`config.mk`:
```
export PLATFORM = sky130hd
export DESIGN_NAME = pulse_rate_limiter
export DESIGN_NICKNAME = d
export VERILOG_FILES = /design/src/rtl/pulse_rate_limiter.sv
export SDC_FILE = /design/constraint.sdc
export NUM_CORES = 2
export LEC_CHECK = 0
export BUFFER_PORTS_ARGS = -buffer_cell sky130_fd_sc_hd__buf_2
export CORE_MARGIN = 2
export CORE_UTILIZATION = 30
export DETAILED_ROUTE_END_ITERATION = 10
export GPL_ROUTABILITY_DRIVEN = 0
export PLACE_DENSITY = 0.52
export REMOVE_ABC_BUFFERS = 1
export SYNTH_ARGS = -nofsm -noshare
export SYNTH_HDL_FRONTEND = slang
export SYNTH_SLANG_ARGS = --single-unit
export TNS_END_PERCENT = 100
```
`constraint.sdc`:
```
create_clock -name clk -period 29.2 [get_ports clk]
set_clock_uncertainty 0.2 [all_clocks]
set_input_delay 2.92 -clock clk [delete_from_list [all_inputs] [get_ports clk]]
set_output_delay 2.92 -clock clk [all_outputs]
set_load 0.02 [all_outputs]
```
`src/rtl/pulse_rate_limiter.sv`:
```
module pulse_rate_limiter #(
  parameter int NCH       = 6,
  parameter int CNTW      = 32,
  parameter int RW        = 32,
  parameter int FAST_W    = 25,
  parameter int FAST_PER  = 200,
  parameter int RELAX_PER = 50,
  parameter int MAX_W     = 800,
  parameter int STD_W     = 120,
  parameter int STD_PER   = 1000
) (
  input  logic           clk,
  input  logic           rst_n,
  input  logic [NCH-1:0] trig_in,
  output logic [NCH-1:0] pulse_out,
  input  logic           wr_en,
  input  logic [7:0]     addr,
  input  logic [RW-1:0]  wr_data,
  output logic [31:0]    rd_data
);
  localparam int AW = RW + 2;

  logic          fast, relax;
  logic [RW-1:0] wreg, preg, dreg;
  logic [CNTW-1:0] in_cnt  [NCH];
  logic [CNTW-1:0] out_cnt [NCH];

  wire clr_all = wr_en && addr == 8'd0 && wr_data[2];

  wire [AW-1:0] eff_w = fast ? AW'(FAST_W)
                      : (wreg > RW'(MAX_W) ? AW'(MAX_W) : AW'(wreg));
  wire [AW-1:0] eff_p = fast ? (relax ? AW'(RELAX_PER) : AW'(FAST_PER)) : AW'(preg);
  wire [AW-1:0] hold  = AW'(dreg) + eff_w;
  wire [AW-1:0] lim   = eff_p > hold ? eff_p : hold;

  always_ff @(posedge clk) begin
    if (!rst_n) begin
      fast  <= 1'b0;
      relax <= 1'b0;
      wreg  <= RW'(STD_W);
      preg  <= RW'(STD_PER);
      dreg  <= '0;
    end else if (wr_en) begin
      case (addr)
        8'd0: begin fast <= wr_data[0]; relax <= wr_data[1]; end
        8'd1: wreg <= wr_data;
        8'd2: preg <= wr_data;
        8'd3: dreg <= wr_data;
        default: ;
      endcase
    end
  end

  for (genvar i = 0; i < NCH; i++) begin : g_ch
    logic [2:0]    sy;
    logic [AW-1:0] age;
    wire rise = sy[1] & ~sy[2];
    wire acc  = rise && age >= lim;

    always_ff @(posedge clk) begin
      if (!rst_n) begin
        sy  <= '0;
        age <= '1;
      end else begin
        sy <= {sy[1:0], trig_in[i]};
        if (acc)          age <= '0;
        else if (~&age)   age <= age + 1'b1;
      end
    end

    always_ff @(posedge clk) begin
      if (!rst_n || clr_all) begin
        in_cnt[i]  <= '0;
        out_cnt[i] <= '0;
      end else begin
        if (rise && ~&in_cnt[i])  in_cnt[i]  <= in_cnt[i] + 1'b1;
        if (acc  && ~&out_cnt[i]) out_cnt[i] <= out_cnt[i] + 1'b1;
      end
    end

    assign pulse_out[i] = age >= AW'(dreg) && age < hold;
  end

  always_comb begin
    rd_data = '0;
    case (addr)
      8'd0: rd_data = {30'd0, relax, fast};
      8'd1: rd_data = 32'(wreg);
      8'd2: rd_data = 32'(preg);
      8'd3: rd_data = 32'(dreg);
      default: ;
    endcase
    for (int c = 0; c < NCH; c++) begin
      if (addr == 8'(8 + 2*c)) rd_data = 32'(in_cnt[c]);
      if (addr == 8'(9 + 2*c)) rd_data = 32'(out_cnt[c]);
    end
  end
endmodule

```
Yosys cells after proc, flatten, opt, wreduce, memory -nomap -nowiden:

Memory sizes are Yosys's and may differ from the RTL's.
Index checks and enable logic that the tools add are counted.

* bits in registers: 320
* RAM bits: 384
* bits of input ports: 49
* output and inout port bits: 38
* word-level logic and storage cells: 246
* memories kept: 2

* $add $sub $neg: 19
* $lt $le $gt $ge: 20
* equality and inequality tests: 21
* muxes and demuxes: 80
* bitwise gates (word level): 24
* reductions and logical operators: 63

Memories
* in_cnt: words 6, bits a word 32, read ports 6, clocked after memory_dff 0, wr ports 6, line 25 `logic [CNTW-1:0] in_cnt [NCH];`
* out_cnt: words 6, bits a word 32, read ports 6, clocked after memory_dff 0, wr ports 6, line 26 `logic [CNTW-1:0] out_cnt [NCH];`

Operators with widths (number)
* 32-bit 2-to-1 mux: 27
* 34-bit 2-to-1 mux: 12
* 32-bit by 1-bit adder with 32-bit output (second input constant): 12
* 32-bit AND reduction: 12
* 34-bit by 1-bit adder with 34-bit output (second input constant): 6
* 34-bit by 32-bit >= comparator with 1-bit output: 6
* 34-bit by 33-bit >= comparator with 1-bit output: 6
* 34-bit by 33-bit < comparator with 1-bit output: 6
* 34-bit AND reduction: 6
* 32-bit case mux with 4 select lines: 1
* 8-bit by 4-bit == test with 1-bit output (second input constant): 8
* 1-bit 2-to-1 mux: 38
* 32-bit by 32-bit adder with 33-bit output: 1
* 32-bit by 33-bit greater-than comparator with 1-bit output: 1
* 33-bit 2-to-1 mux: 1
* 8-bit by 5-bit == test with 1-bit output (second input constant): 4
* 32-bit by 10-bit greater-than comparator with 1-bit output (second input constant): 1
* 1-bit logical AND: 26
* 8-bit by 2-bit == test with 1-bit output (second input constant): 2
* 1-bit zero test: 13
* 2-bit != test (second input constant): 6
* 1-bit OR: 12
* 8-bit by 1-bit == test with 1-bit output (second input constant): 1
* 8-bit zero test: 1
* other kinds (5): 18

Longest topological paths before layout:

* word-level depth: 14
* gate-level depth with buffers: 42
* gate-level depth less buffers: 38

Worst setup path after synthesis:

OpenSTA, ideal clock, no wires.

* path type: register to register
* start point: register wreg[15]
* end point: memory out_cnt[1][0] (enable)
* setup time: 470 ps
* arrival time: 10550 ps
* data required time: 28530 ps
* slack: 17980 ps
* stages on the path, launching flop included: 37
* buffers on the path: 2
* period minus slack after synthesis: 11220 ps
* cell sequence: dfxtp_1 -> or4_1 -> nor4_1 -> o31a_1 -> nor2b_1 -> and2_1 -> ha_1 -> a21o_1 -> or2_0 -> o22ai_1 -> o22ai_1 -> a21oi_1 -> o31ai_1 -> a31o_2 -> xnor2_1 -> ha_1 -> nand3_1 -> nor4_2 -> a311oi_1 -> o21ai_0 -> nor3_1 -> a221o_1 -> nor2_1 -> clkbuf_1 -> buf_1 -> nor2_1 -> a21oi_1 -> ha_1 -> nand4_1 -> or2_2 -> o221ai_1 -> o21ai_0 -> a21boi_0 -> a21oi_1 -> nor3_1 -> nor3_1 -> o31ai_1

RTL lines
* start: declaration: line 24 `logic [RW-1:0] wreg, preg, dreg;`
* start signal: assignment: line 40 `wreg <= RW'(STD_W);`
* start signal: assignment: line 46 `8'd1: wreg <= wr_data;`
* end: declaration: line 26

==> impl_metrics.sql <==
INSERT INTO impl_metrics (metric_group, metric, value, unit) VALUES
('place', 'place.port_buffers', '86', ''),
('job', 'timing.max_cap.violations', '0', ''),
('synthesis', 'syn_area', '0.0540', 'mm^2'),
('setup_path', 'worst_path_max_delay_cell', 'xnor2_1', ''),
('synthesis', 'synth.ff_latch_count', '704', ''),
('setup_path', 'worst-path-max-fanout', '56', ''),
('power', 'cellLeakagePower', '22.4', 'nW'),
('setup_path', 'cp.arrival', '13270', 'ps'),
('setup_path', 'r2r_setup_slk', '16100', 'ps'),
('global_route', 'global_route.overflow_total', '0', ''),
('synthesis', 'ys_seq_area_share', '33.2', '%'),
('setup_path', 'rr_worst_depth', '40', ''),
('clock_network', 'ctsHoldBuffers', '0', ''),
('synthesis', 'synth-warning-count', '0', ''),
('clock_network', 'tritoncts.num_buffers', '86', ''),
('clock_network', 'cts_num_sinks', '704', ''),
('detailed_routing', 'drt_iter0_markers', '4274', ''),
('timing', 'setup-tns-final', '0', 'ps'),
('timing', 'finalSetupViolCount', '0', ''),
('synthesis', 'post-synth-top-count-cell', 'nand2_1', ''),
('setup_path', 'timing.critical_path.slowest_cell_delay', '860', 'ps'),
('global_route', 'first_pass_grt_wire_length', '288', 'mm'),
('run_status', 'outcome', 'complete, no violations', ''),
('setup_path', 'cell_family_with_most_cp_delay', 'simple AND/OR/NAND/NOR gates', ''),
('floorplanning', 'die_outline_area', '0.183', 'mm^2'),
('setup_path', 'critPathLaunchType', 'flip-flop', ''),
('timing', 'timing_worst_slew_pin_value', '1170', 'ps'),
('timing', 'max-slew-margin-rel', '21.2', '%'),
('synthesis', 'number_of_enable_flip_flop_cells_after_synthesis', '384', ''),
('setup_path', 'critPathBufInv', '3', ''),
('detailed_routing', 'top_signal_layer_used', 'met5', ''),
('setup_path', 'worst-endpoint-required', '29370', 'ps'),
('detailed_routing', 'drcViolationCount', '0', ''),
('synthesis', 'synth_cell_types', '90', ''),
('floorplanning', 'die_w', '428', 'um'),
('place', 'placement.cell_area', '0.0572', 'mm^2'),
('timing', 'period_share', '44.9', '%'),
('detailed_routing', 'met2_length', '90.2', 'mm'),
('timing', 'rsz_0062_raised_after_global_routing', 'no', ''),
('detailed_routing', 'drtAntennaViolNets', '0', ''),
('setup_path', 'setup.worst_path.end', 'out_cnt[2][7]', ''),
('setup_path', 'beginning_of_the_worst_register_to_register_path', 'wreg[11]', ''),
('clock_network', 'cts.path.max_buffers', '3', ''),
('timing', 'timing.final.crit_period', '13100', 'ps'),
('floorplanning', 'design.core.area', '0.179', 'mm^2'),
('setup_path', 'timing.rr.end', 'out_cnt[2][7]', ''),
('clock_network', 'worstSkewPairLatency', '730', 'ps'),
('detailed_routing', 'drt_pass1_iterations', '8', ''),
('floorplanning', 'initial_utilization', '30.2', '%'),
('clock_network', 'cts_tree', 'done', ''),
('setup_path', 'crit_path_start', 'wreg[11]', ''),
('synthesis', 'synth_top_area_share', '21.4', '%'),
('timing', 'report.final.slew_viol_count', '0', ''),
('power', 'power_per_cell_area', '53.3', 'mW/mm^2'),
('clock_network', 'cts.clk_slew.worst_paths', '60', 'ps'),
('clock_network', 'ctsRootBufferMaster', 'clkbuf_16', ''),
('floorplanning', 'std_cell_rows', '155', ''),
('global_route', 'grt_start_max_net_pins', '79', ''),
('cells_and_area', 'final_util', '33.6', '%'),
('detailed_routing', 'detail_route.vias_per_cell', '5.50', ''),
('detailed_routing', 'route.detailed.wl_per_inst', '22.5', 'um'),
('cells_and_area', 'area_growth_syn_to_layout', '11.2', '%'),
('detailed_routing', 'wirelength', '194', 'mm'),
('floorplanning', 'i_o_pins', '87', ''),
('place', 'place_hpwl', '148', 'mm'),
('detailed_routing', 'dr_wl_met3', '10.5', 'mm'),
('setup_path', 'setup.worst_path.end_class', 'flip-flop', ''),
('timing', 'maxClockFrequency', '76.3', 'MHz'),
('clock_network', 'ctsResizeCount', '0', ''),
('floorplanning', 'fp.dieH', '428', 'um'),
('detailed_routing', 'routed-via-count', '47369', '');
stage by stage:
step	std cells	setup slack [ps]	power (mW)
floorplan	5934	15970	1.82
global placement	8464	16460	2.06
detailed placement	8464	16440	2.09
CTS	8615	16440	3.20
global route	8615	15260	3.36
finish	8616	16100	3.20
where the power goes:
part / leakage [nW] / switching, mW / total, mW / internal, mW
Clock: 1.36 / 0.470 / 1.11 / 0.636
Combinational: 14.4 / 0.429 / 0.768 / 0.339
Sequential: 6.65 / 0.188 / 1.32 / 1.13
Total: 22.4 / 1.09 / 3.20 / 2.11
worst reg2reg max path: cells and delay by family, from the launching register on:
| family | cells | cell delay (ps) |
|---|---|---|
| XOR/XNOR | 1 | 860 |
| adder cells (fa/ha/maj) | 3 | 710 |
| AO/OA/AOI/OAI | 17 | 4830 |
| AND/OR/NAND/NOR | 16 | 4850 |
| buffers and inverters | 3 | 970 |
| flip-flops | 1 | 320 |
final cells by class:
class	count	area, um^2
fillers	18562	119000
multi-input cells	5092	34700
flip-flops and latches	704	17900
well taps	2355	2950
clock buffers	107	2280
repair buffers	175	1110
clock inverters	44	520
inverters	138	520
diodes	1	2.50
per-layer routing:
metal,GRT usage (%),vias to the layer above
met5,0,-
met1,26.9,22959
li1,-,22660
met2,33.9,1390
met4,7.32,4
met3,2.81,356
kinds of logic (layout without fill, tap and decap cells):
| group | Yosys count | count (layout) | synth area share (%) |
|---|---|---|---|
| XOR/XNOR | 556 | 556 | 9.02 |
| other | 1 | 23 | 0.00695 |
| AND/OR/NAND/NOR | 2474 | 2474 | 22.0 |
| flip-flops | 704 | 704 | 33.2 |
| AO/OA/AOI/OAI | 1314 | 1314 | 15.9 |
| adder cells (fa/ha/maj) | 658 | 658 | 15.2 |
| buffers and inverters | 398 | 464 | 2.95 |
| multiplexers | 68 | 68 | 1.58 |
sequential cells by signal, indices dropped and copies added (netlist names), 18 cells and up:
register	cells
wreg	32
g_ch.age	204
preg	32
out_cnt	192
in_cnt	192
dreg	32
g_ch.sy	18
worst min path at each step:
stage                        startpoint            end  slack, ps  cells past startpoint
after floorplan           g_ch[0].sy[0]  g_ch[0].sy[1]        210                      1
after global placement    g_ch[2].sy[0]  g_ch[2].sy[1]        230                      1
after detailed placement  g_ch[0].sy[0]  g_ch[0].sy[1]        230                      1
after CTS                 g_ch[0].sy[0]  g_ch[0].sy[1]        240                      1
after global routing      g_ch[5].sy[0]  g_ch[5].sy[1]        260                      1
final                     g_ch[5].sy[0]  g_ch[5].sy[1]        230                      1
placed cells by master (no fill, tap or decap), drive strengths merged, types with 12 or more instances in the layout:
master | Yosys | final
dfxtp | 320 | 320
and3 | 115 | 115
a21oi | 396 | 396
nand4 | 243 | 243
and2 | 49 | 49
nor3 | 181 | 181
o21ai | 261 | 261
a211oi | 93 | 93
o21a | 46 | 46
nor4 | 30 | 30
nand3 | 274 | 274
clkinv | 0 | 28
a2111oi | 14 | 14
a31oi | 32 | 32
o22ai | 25 | 25
mux2 | 36 | 36
edfxtp | 384 | 384
buf | 57 | 174
and4 | 55 | 55
ha | 645 | 645
or2 | 20 | 20
nand2b | 58 | 58
a22oi | 56 | 56
or3 | 20 | 20
a21o | 202 | 202
clkbuf | 203 | 108
xnor2 | 239 | 239
o31ai | 62 | 62
mux2i | 22 | 22
nor2 | 649 | 649
inv | 138 | 143
nor2b | 90 | 90
o21bai | 15 | 15
xor2 | 317 | 317
o211ai | 19 | 19
conb | 1 | 22
maj3 | 12 | 12
nand2 | 656 | 656
No activity file was read; power rests on OpenSTA's default activity.
